File: config.mk
export PLATFORM = sky130hd
export DESIGN_NAME = rv_ctl_decoder
export DESIGN_NICKNAME = d
export VERILOG_FILES = /design/src/rtl/rv_ctl_pkg.sv /design/src/rtl/rv_ctl_opclass.sv /design/src/rtl/rv_ctl_alu_sel.sv /design/src/rtl/rv_ctl_route.sv /design/src/rtl/rv_ctl_decoder.sv
export SDC_FILE = /design/constraint.sdc
export NUM_CORES = 1
export LEC_CHECK = 0
export BUFFER_PORTS_ARGS = -buffer_cell sky130_fd_sc_hd__buf_2
export CAP_MARGIN = 20
export CORE_AREA = 2 2 39 41
export DETAILED_ROUTE_END_ITERATION = 16
export DIE_AREA = 0 0 41 43
export PLACE_DENSITY = 0.76
export SLEW_MARGIN = 15
export SYNTH_ARGS = -nofsm -noshare
export SYNTH_HDL_FRONTEND = slang
export SYNTH_SLANG_ARGS = --single-unit
File: constraint.sdc
create_clock -name vclk -period 1.5
set_input_delay 0.3 -clock vclk [all_inputs]
set_output_delay 0.3 -clock vclk [all_outputs]
set_load 0.02 [all_outputs]
File: src/rtl/rv_ctl_pkg.sv
`timescale 1ns/1ps
package rv_ctl_pkg;

    parameter int OPC_W    = 7;
    parameter int F3_W     = 3;
    parameter int ALU_FN_W = 4;
    parameter int WB_W     = 2;

    // Major opcodes, one per instruction class
    localparam logic [OPC_W-1:0] OPC_REG    = 7'h33;
    localparam logic [OPC_W-1:0] OPC_IMM    = 7'h13;
    localparam logic [OPC_W-1:0] OPC_LOAD   = 7'h03;
    localparam logic [OPC_W-1:0] OPC_STORE  = 7'h23;
    localparam logic [OPC_W-1:0] OPC_BRANCH = 7'h63;
    localparam logic [OPC_W-1:0] OPC_JREG   = 7'h67;
    localparam logic [OPC_W-1:0] OPC_JPC    = 7'h6F;
    localparam logic [OPC_W-1:0] OPC_AUPC   = 7'h17;
    localparam logic [OPC_W-1:0] OPC_LUPR   = 7'h37;

    typedef enum logic [3:0] {
        CLS_BAD    = 4'd0,
        CLS_REG    = 4'd1,
        CLS_IMM    = 4'd2,
        CLS_LOAD   = 4'd3,
        CLS_STORE  = 4'd4,
        CLS_BRANCH = 4'd5,
        CLS_JREG   = 4'd6,
        CLS_JPC    = 4'd7,
        CLS_AUPC   = 4'd8,
        CLS_LUPR   = 4'd9
    } op_class_e;

    typedef enum logic [ALU_FN_W-1:0] {
        FN_ADD  = 4'd0,
        FN_SUB  = 4'd1,
        FN_SLL  = 4'd2,
        FN_SLT  = 4'd3,
        FN_SLTU = 4'd4,
        FN_XOR  = 4'd5,
        FN_SRL  = 4'd6,
        FN_SRA  = 4'd7,
        FN_OR   = 4'd8,
        FN_AND  = 4'd9
    } alu_fn_e;

    typedef enum logic [WB_W-1:0] {
        WB_ALU  = 2'b00,
        WB_MEM  = 2'b01,
        WB_IMM  = 2'b10,
        WB_LINK = 2'b11
    } wb_sel_e;

    typedef struct packed {
        logic    pc_src;
        logic    opa_src;
        logic    opb_src;
        logic    rf_we;
        wb_sel_e wb;
        logic    mem_req;
        logic    mem_we;
    } route_t;

endpackage

File: src/rtl/rv_ctl_opclass.sv
`timescale 1ns/1ps
module rv_ctl_opclass
    import rv_ctl_pkg::*;
(
    input  logic [OPC_W-1:0] opcode,
    output op_class_e        cls
);

    always_comb begin
        case (opcode)
            OPC_REG:    cls = CLS_REG;
            OPC_IMM:    cls = CLS_IMM;
            OPC_LOAD:   cls = CLS_LOAD;
            OPC_STORE:  cls = CLS_STORE;
            OPC_BRANCH: cls = CLS_BRANCH;
            OPC_JREG:   cls = CLS_JREG;
            OPC_JPC:    cls = CLS_JPC;
            OPC_AUPC:   cls = CLS_AUPC;
            OPC_LUPR:   cls = CLS_LUPR;
            default:    cls = CLS_BAD;
        endcase
    end

endmodule

File: src/rtl/rv_ctl_alu_sel.sv
`timescale 1ns/1ps
module rv_ctl_alu_sel
    import rv_ctl_pkg::*;
(
    input  op_class_e        cls,
    input  logic [F3_W-1:0]  funct3,
    input  logic             alt,
    output alu_fn_e          fn
);

    // allow_sub: bit 30 may turn an add into a subtract (register form only)
    function automatic alu_fn_e arith_fn(input logic [F3_W-1:0] f3,
                                         input logic alt_bit,
                                         input logic allow_sub);
        alu_fn_e r;
        case (f3)
            3'd0:    r = (allow_sub && alt_bit) ? FN_SUB : FN_ADD;
            3'd1:    r = FN_SLL;
            3'd2:    r = FN_SLT;
            3'd3:    r = FN_SLTU;
            3'd4:    r = FN_XOR;
            3'd5:    r = alt_bit ? FN_SRA : FN_SRL;
            3'd6:    r = FN_OR;
            default: r = FN_AND;
        endcase
        return r;
    endfunction

    always_comb begin
        case (cls)
            CLS_REG: fn = arith_fn(funct3, alt, 1'b1);
            CLS_IMM: fn = arith_fn(funct3, alt, 1'b0);
            default: fn = FN_ADD;
        endcase
    end

endmodule

File: src/rtl/rv_ctl_route.sv
`timescale 1ns/1ps
module rv_ctl_route
    import rv_ctl_pkg::*;
(
    input  op_class_e cls,
    input  logic      br_taken,
    output route_t    rt
);

    always_comb begin
        rt = '{pc_src: 1'b0, opa_src: 1'b0, opb_src: 1'b0, rf_we: 1'b0,
               wb: WB_ALU, mem_req: 1'b0, mem_we: 1'b0};
        case (cls)
            CLS_REG: begin
                rt.rf_we   = 1'b1;
            end
            CLS_IMM: begin
                rt.opb_src = 1'b1;
                rt.rf_we   = 1'b1;
            end
            CLS_LOAD: begin
                rt.opb_src = 1'b1;
                rt.rf_we   = 1'b1;
                rt.wb      = WB_MEM;
                rt.mem_req = 1'b1;
            end
            CLS_STORE: begin
                rt.opb_src = 1'b1;
                rt.mem_req = 1'b1;
                rt.mem_we  = 1'b1;
            end
            CLS_BRANCH: begin
                rt.pc_src  = br_taken;
                rt.opa_src = 1'b1;
                rt.opb_src = 1'b1;
            end
            CLS_JREG: begin
                rt.pc_src  = 1'b1;
                rt.opb_src = 1'b1;
                rt.rf_we   = 1'b1;
                rt.wb      = WB_LINK;
            end
            CLS_JPC: begin
                rt.pc_src  = 1'b1;
                rt.opa_src = 1'b1;
                rt.opb_src = 1'b1;
                rt.rf_we   = 1'b1;
                rt.wb      = WB_LINK;
            end
            CLS_AUPC: begin
                rt.opa_src = 1'b1;
                rt.opb_src = 1'b1;
                rt.rf_we   = 1'b1;
            end
            CLS_LUPR: begin
                rt.opb_src = 1'b1;
                rt.rf_we   = 1'b1;
                rt.wb      = WB_IMM;
            end
            default: begin
                rt.wb      = WB_ALU;
            end
        endcase
    end

endmodule

File: src/rtl/rv_ctl_decoder.sv
`timescale 1ns/1ps
module rv_ctl_decoder
    import rv_ctl_pkg::*;
#(
    parameter int ILEN    = 32,
    parameter int F3_LSB  = 12,
    parameter int ALT_BIT = 30
) (
    input  logic [ILEN-1:0]     instr,
    input  logic                br_taken,
    output logic                pc_src,
    output logic                opa_src,
    output logic                opb_src,
    output logic [ALU_FN_W-1:0] alu_fn,
    output logic                rf_we,
    output logic [WB_W-1:0]     wb_src,
    output logic                mem_req,
    output logic                mem_we
);

    localparam int F3_MSB = F3_LSB + F3_W - 1;

    op_class_e cls;
    alu_fn_e   fn;
    route_t    rt;

    logic unused_fields;
    assign unused_fields = ^{instr[ILEN-1:ALT_BIT+1], instr[ALT_BIT-1:F3_MSB+1],
                             instr[F3_LSB-1:OPC_W]};

    rv_ctl_opclass u_cls (
        .opcode (instr[OPC_W-1:0]),
        .cls    (cls)
    );

    rv_ctl_alu_sel u_alu (
        .cls    (cls),
        .funct3 (instr[F3_MSB:F3_LSB]),
        .alt    (instr[ALT_BIT]),
        .fn     (fn)
    );

    rv_ctl_route u_rt (
        .cls      (cls),
        .br_taken (br_taken),
        .rt       (rt)
    );

    assign pc_src  = rt.pc_src;
    assign opa_src = rt.opa_src;
    assign opb_src = rt.opb_src;
    assign rf_we   = rt.rf_we;
    assign wb_src  = rt.wb;
    assign mem_req = rt.mem_req;
    assign mem_we  = rt.mem_we;
    assign alu_fn  = fn;

endmodule

# Word-level counts from Yosys, hierarchy flattened
# Index checks and enable logic that the tools add are counted.
[op_classes] eq_ne=24 muxes=13 reduce_logical=6
[ops] cell="$pmux 4 s7" count=2
[ops] cell="$pmux 4 s9" count=1
[ops] cell="$eq 7x6->1 const B" count=3
[ops] cell="$eq 7x7->1 const B" count=3
[ops] cell="$eq 4x3->1 const B" count=4
[ops] cell="$eq 7x5->1 const B" count=2
[ops] cell="$eq 3x3->1 const B" count=3
[ops] cell="$eq 4x2->1 const B" count=2
[ops] cell="$eq 4x4->1 const B" count=2
[ops] cell="$pmux 4 s2" count=1
[ops] cell="$reduce_or 8->1" count=1
[ops] cell="$eq 7x2->1 const B" count=1
[ops] cell="$mux 1" count=7
[ops] cell="$reduce_or 7->1" count=1
[ops] cell="$eq 3x2->1 const B" count=2
[ops] cell="$pmux 2 s3" count=1
[ops] cell="$eq 4x1->1 const B" count=1
[ops] cell="$reduce_or 2->1" count=2
[ops] cell="$eq 3x1->1 const B" count=1
[ops] cell="$logic_not 3->1" count=1
[ops] cell="$reduce_or 3->1" count=1
[ops] cell="$pmux 1 s2" count=1
[word_totals] reg_bits=0 input_bits=33 out_inout_bits=12 elab_cells=43

# Longest topological paths before layout
[logic_depth] word_depth=5 ltp_mapped=4 mapped_depth_nobuf=3

# Hierarchy
# A second synthesis with hierarchy kept.
[unflattened] hier_cells=50 area_unflattened_um2=324.1
[by_module_without_submodules] mod="rv_ctl_route" instances=1 cells_each=18 area_each_um2=115.1 seq_area_each_um2=0.0
[by_module_without_submodules] mod="rv_ctl_alu_sel" instances=1 cells_each=16 area_each_um2=107.6 seq_area_each_um2=0.0
[by_module_without_submodules] mod="rv_ctl_opclass" instances=1 cells_each=16 area_each_um2=101.3 seq_area_each_um2=0.0

# Least setup slack after synthesis
# No wires, ideal clock.
[synth_path] path_type="input port to output port" start="in instr[3]" end="out alu_fn[0]" t_arrival_ps=1343 required_time_ps=1200 slack_ps=-143 path_stages=3 path_buffers=1 path_cell_list="buf_6 or4_4 a211oi_2"
[synth_between] elab_chain_len=4 word_cells_on_any_way=13 classes_between="eq/ne (11); mux (2)"
[synth_rtl] element="from (decl)" line="rv_ctl_decoder.sv:9" text="input logic [ILEN-1:0] instr,"
[synth_rtl] element="$eq 7x6->1, or another cell as far along" line="rv_ctl_opclass.sv:10" text="case (opcode)"
[synth_rtl] element="$pmux 4 s9 *" line="rv_ctl_opclass.sv:10"
[synth_rtl] element="$eq 4x2->1 or $eq 4x1->1 (tied branches)" line="rv_ctl_alu_sel.sv:30" text="case (cls)"
[synth_rtl] element="$pmux 4 s2 *" line="rv_ctl_alu_sel.sv:30"
[synth_rtl] element="to (decl)" line="rv_ctl_decoder.sv:14" text="output logic [ALU_FN_W-1:0] alu_fn,"
# Mark *: on every way between the ends. The rest lies on a longest branch, timed or not.

# Worst setup path after layout
[layout_path] start="in instr[2]" end="out alu_fn[0]"
# Same word-level chain as after synthesis.

==> flow_summary.json <==
{
  "run_status": "finished, violations left",
  "wl_per_cell_um": 10.76,
  "core_um2": 1384,
  "die_width_um": 41,
  "slew_headroom": 0.7400,
  "n_antenna_cell": 0,
  "die_y_um": 43,
  "area.sequential_um2": 0,
  "worst_ep_arrival_time_ns": 1.31,
  "timing.final.setup_violations": 6,
  "layout_common_cells": "13 x sky130_fd_sc_hd__buf_2, 10 x sky130_fd_sc_hd__buf_6, 9 x sky130_fd_sc_hd__buf_4",
  "top_area_cell_type_share_of_the_netlist_area": 0.08824,
  "grt_overflow_total": 0,
  "critical_path.max_stage_delay_ns": 0.58,
  "effective_utilization_at_floorplan": 0.2152,
  "detailedRoute.firstIterationViolations": 5,
  "p_switching_uw": 64.10,
  "most_frequent_standard_cell_in_the_layout_excluding_fill_and_tap_cells": "sky130_fd_sc_hd__buf_2",
  "cell_internal_pwr_uw": 60.47,
  "rsz0062_at_grt": "true",
  "crit_fanout": 3,
  "placed_area_um2": 499.2,
  "antenna_violations_before_repair": 0,
  "fin_tns_setup_ns": -0.1986,
  "grt_first_pass_wirelength_um": 1559,
  "power.density_nw_per_um2": 206.6,
  "synth_cell_types": 26,
  "final_layout_size_suffix_gt1_frac": 0.5714,
  "hold_path.class": "primary input to output pin",
  "routed_via_density": 4.914,
  "seq_power_share": 0,
  "post_detailed_route_count_of_antenna_violating_nets": 0,
  "final_net_count": 112,
  "post_synth_instance_area_um2": 297.8,
  "worst_slew_pin_slew_ns": 0.3859,
  "n_sequential_cell": 0,
  "synth-seq-area-share": 0,
  "final_cell_area_um2": 603.1,
  "power.share.switching": 0.5146,
  "cap_viol_max_count": 0,
  "cp_cell_sequence": "buf_6 > or4_4 > a211oi_4 > buf_6",
  "pin_count_of_the_biggest_net_entering_global_routing": 11,
  "violated_checks": "setup timing",
  "fmaxAchievable_ghz": 0.6224,
  "synthToLayoutAreaGrowth_pct": 102.5,
  "slew_violations": 0,
  "timing_worst_setup_path_type": "primary input to output pin",
  "routed_wire_length_um": 1001,
  "vdd_ir_drop_max_mv": 0.08429,
  "finalWeightedCongestion": 0.8107,
  "layout.clock_buffers": 0,
  "power_frac_comb": 1.000,
  "timing.critical_path.mode_cell": "sky130_fd_sc_hd__buf_6",
  "avgSynthCellArea_um2": 6.204,
  "period_minus_slack_ns": 1.607,
  "critPathCapture": "alu_fn[0]",
  "share_clk_of_total_power": 0,
  "p_leak_uw": 0.0002615,
  "fin_ws_ns": -0.1066,
  "start_kind": "primary input",
  "placement.io_buffers": 24,
  "synth_area_leader_cell": "sky130_fd_sc_hd__nor2_1",
  "boundaryPins": 45,
  "fillers": 139,
  "ys_top_cells_by_area": "sky130_fd_sc_hd__nor2_1 8.8%, sky130_fd_sc_hd__a21oi_1 8.4%, sky130_fd_sc_hd__o21ai_0 8.4%",
  "critPathSlowestCell": "sky130_fd_sc_hd__or4_4",
  "timing_hold_violations_final": 0,
  "drtPass1Iterations": 4,
  "setup.worst_path.end_class": "output pin",
  "final_min_period_over_clock_period": 1.071,
  "dr_total_vias": 457,
  "critical_path_required_ns": 1.20,
  "netlist_instances": 48,
  "final.hold.worst_slack_ns": 0.9473,
  "worst_setup_path_startpoint": "instr[2]",
  "synth.net_count": 81,
  "drcViolationCount": 0,
  "yosysWarningCount": 0,
  "dieArea_um2": 1763,
  "multi_input_comb_area_um2": 315.3,
  "place_hpwl_um": 818.6,
  "first_global_vias": 382,
  "site_row_count": 14,
  "total_power_uw": 124.6,
  "grt.total_usage": 0.1169
}
==> layer usage <==
metal  up-vias  part of all wire  global-route usage
met5         -                 0                   0
met4         0                 0                   0
met3         0             0.047            0.005236
met2         9              0.53              0.2031
met1       211              0.43              0.1614
li1        237                 -                   -
==> power groups by stage <==
stage                     sequential (uW)  clock (uW)  combinational, uW
after floorplan                         0           0               59.0
after global placement                  0           0                103
after detailed placement                0           0                107
after CTS                               0           0                117
after global routing                    0           0                135
final                                   0           0                125
==> cells in the mapped netlist, types with 2 or more instances <==
cell / instances
sky130_fd_sc_hd__inv_1: 2
sky130_fd_sc_hd__nor2_1: 7
sky130_fd_sc_hd__a21oi_1: 5
sky130_fd_sc_hd__nor3_1: 3
sky130_fd_sc_hd__o21ai_0: 5
sky130_fd_sc_hd__nand2b_1: 3
sky130_fd_sc_hd__or4_4: 2
sky130_fd_sc_hd__clkbuf_1: 2
sky130_fd_sc_hd__nand2_1: 2
==> what timing repair did <==
action | 4_1_cts | 5_1_grt
resized for setup | 19 | 9
cloned | 0 | 0
setup buffers | 0 | 1
pin swaps | 4 | 2
hold buffers | 0 | 0
endpoints found under the setup margin | 7 | 9
==> cells by family after synthesis <==
kind of cell	share of synthesized area
and+or+nand+nor	0.5295
AOI/OAI and AO/OA	0.3656
buffers and inverters	0.1050
==> per-stage QoR <==
step           setup slack, ns  utilization  cells
6_report               -0.1066       0.4358     93
5_1_grt                -0.1279       0.4358     93
4_1_cts                -0.1190       0.4105     92
3_5_place_dp           -0.1719       0.3608     92
3_3_place_gp           -0.1489       0.3608     92
2_1_floorplan         -0.06725            -     48
==> cell type report <==
class / instances / share of cell area
Tap cell: 16 / 0.03320
Multi-Input combinational cell: 42 / 0.5228
Timing Repair Buffer: 33 / 0.4315
Inverter: 2 / 0.01245
==> worst min path at each step <==
stage,start,end,slack (ns),depth (start not counted)
after floorplan,instr[4],mem_req,0.65,1
after global placement,instr[12],alu_fn[0],0.95,3
after detailed placement,instr[12],alu_fn[0],0.97,3
after CTS,instr[12],alu_fn[0],0.95,3
after global routing,instr[12],alu_fn[0],0.96,3
final,instr[12],alu_fn[0],0.95,3
==> worst max-delay path, delay by kind of cell <==
family	cells	cell delay, ns
AND/OR/NAND/NOR	1	0.58
buffers and inverters	2	0.25
AO/OA/AOI/OAI	1	0.19
Note: power is estimated with default switching activity, not from simulation.
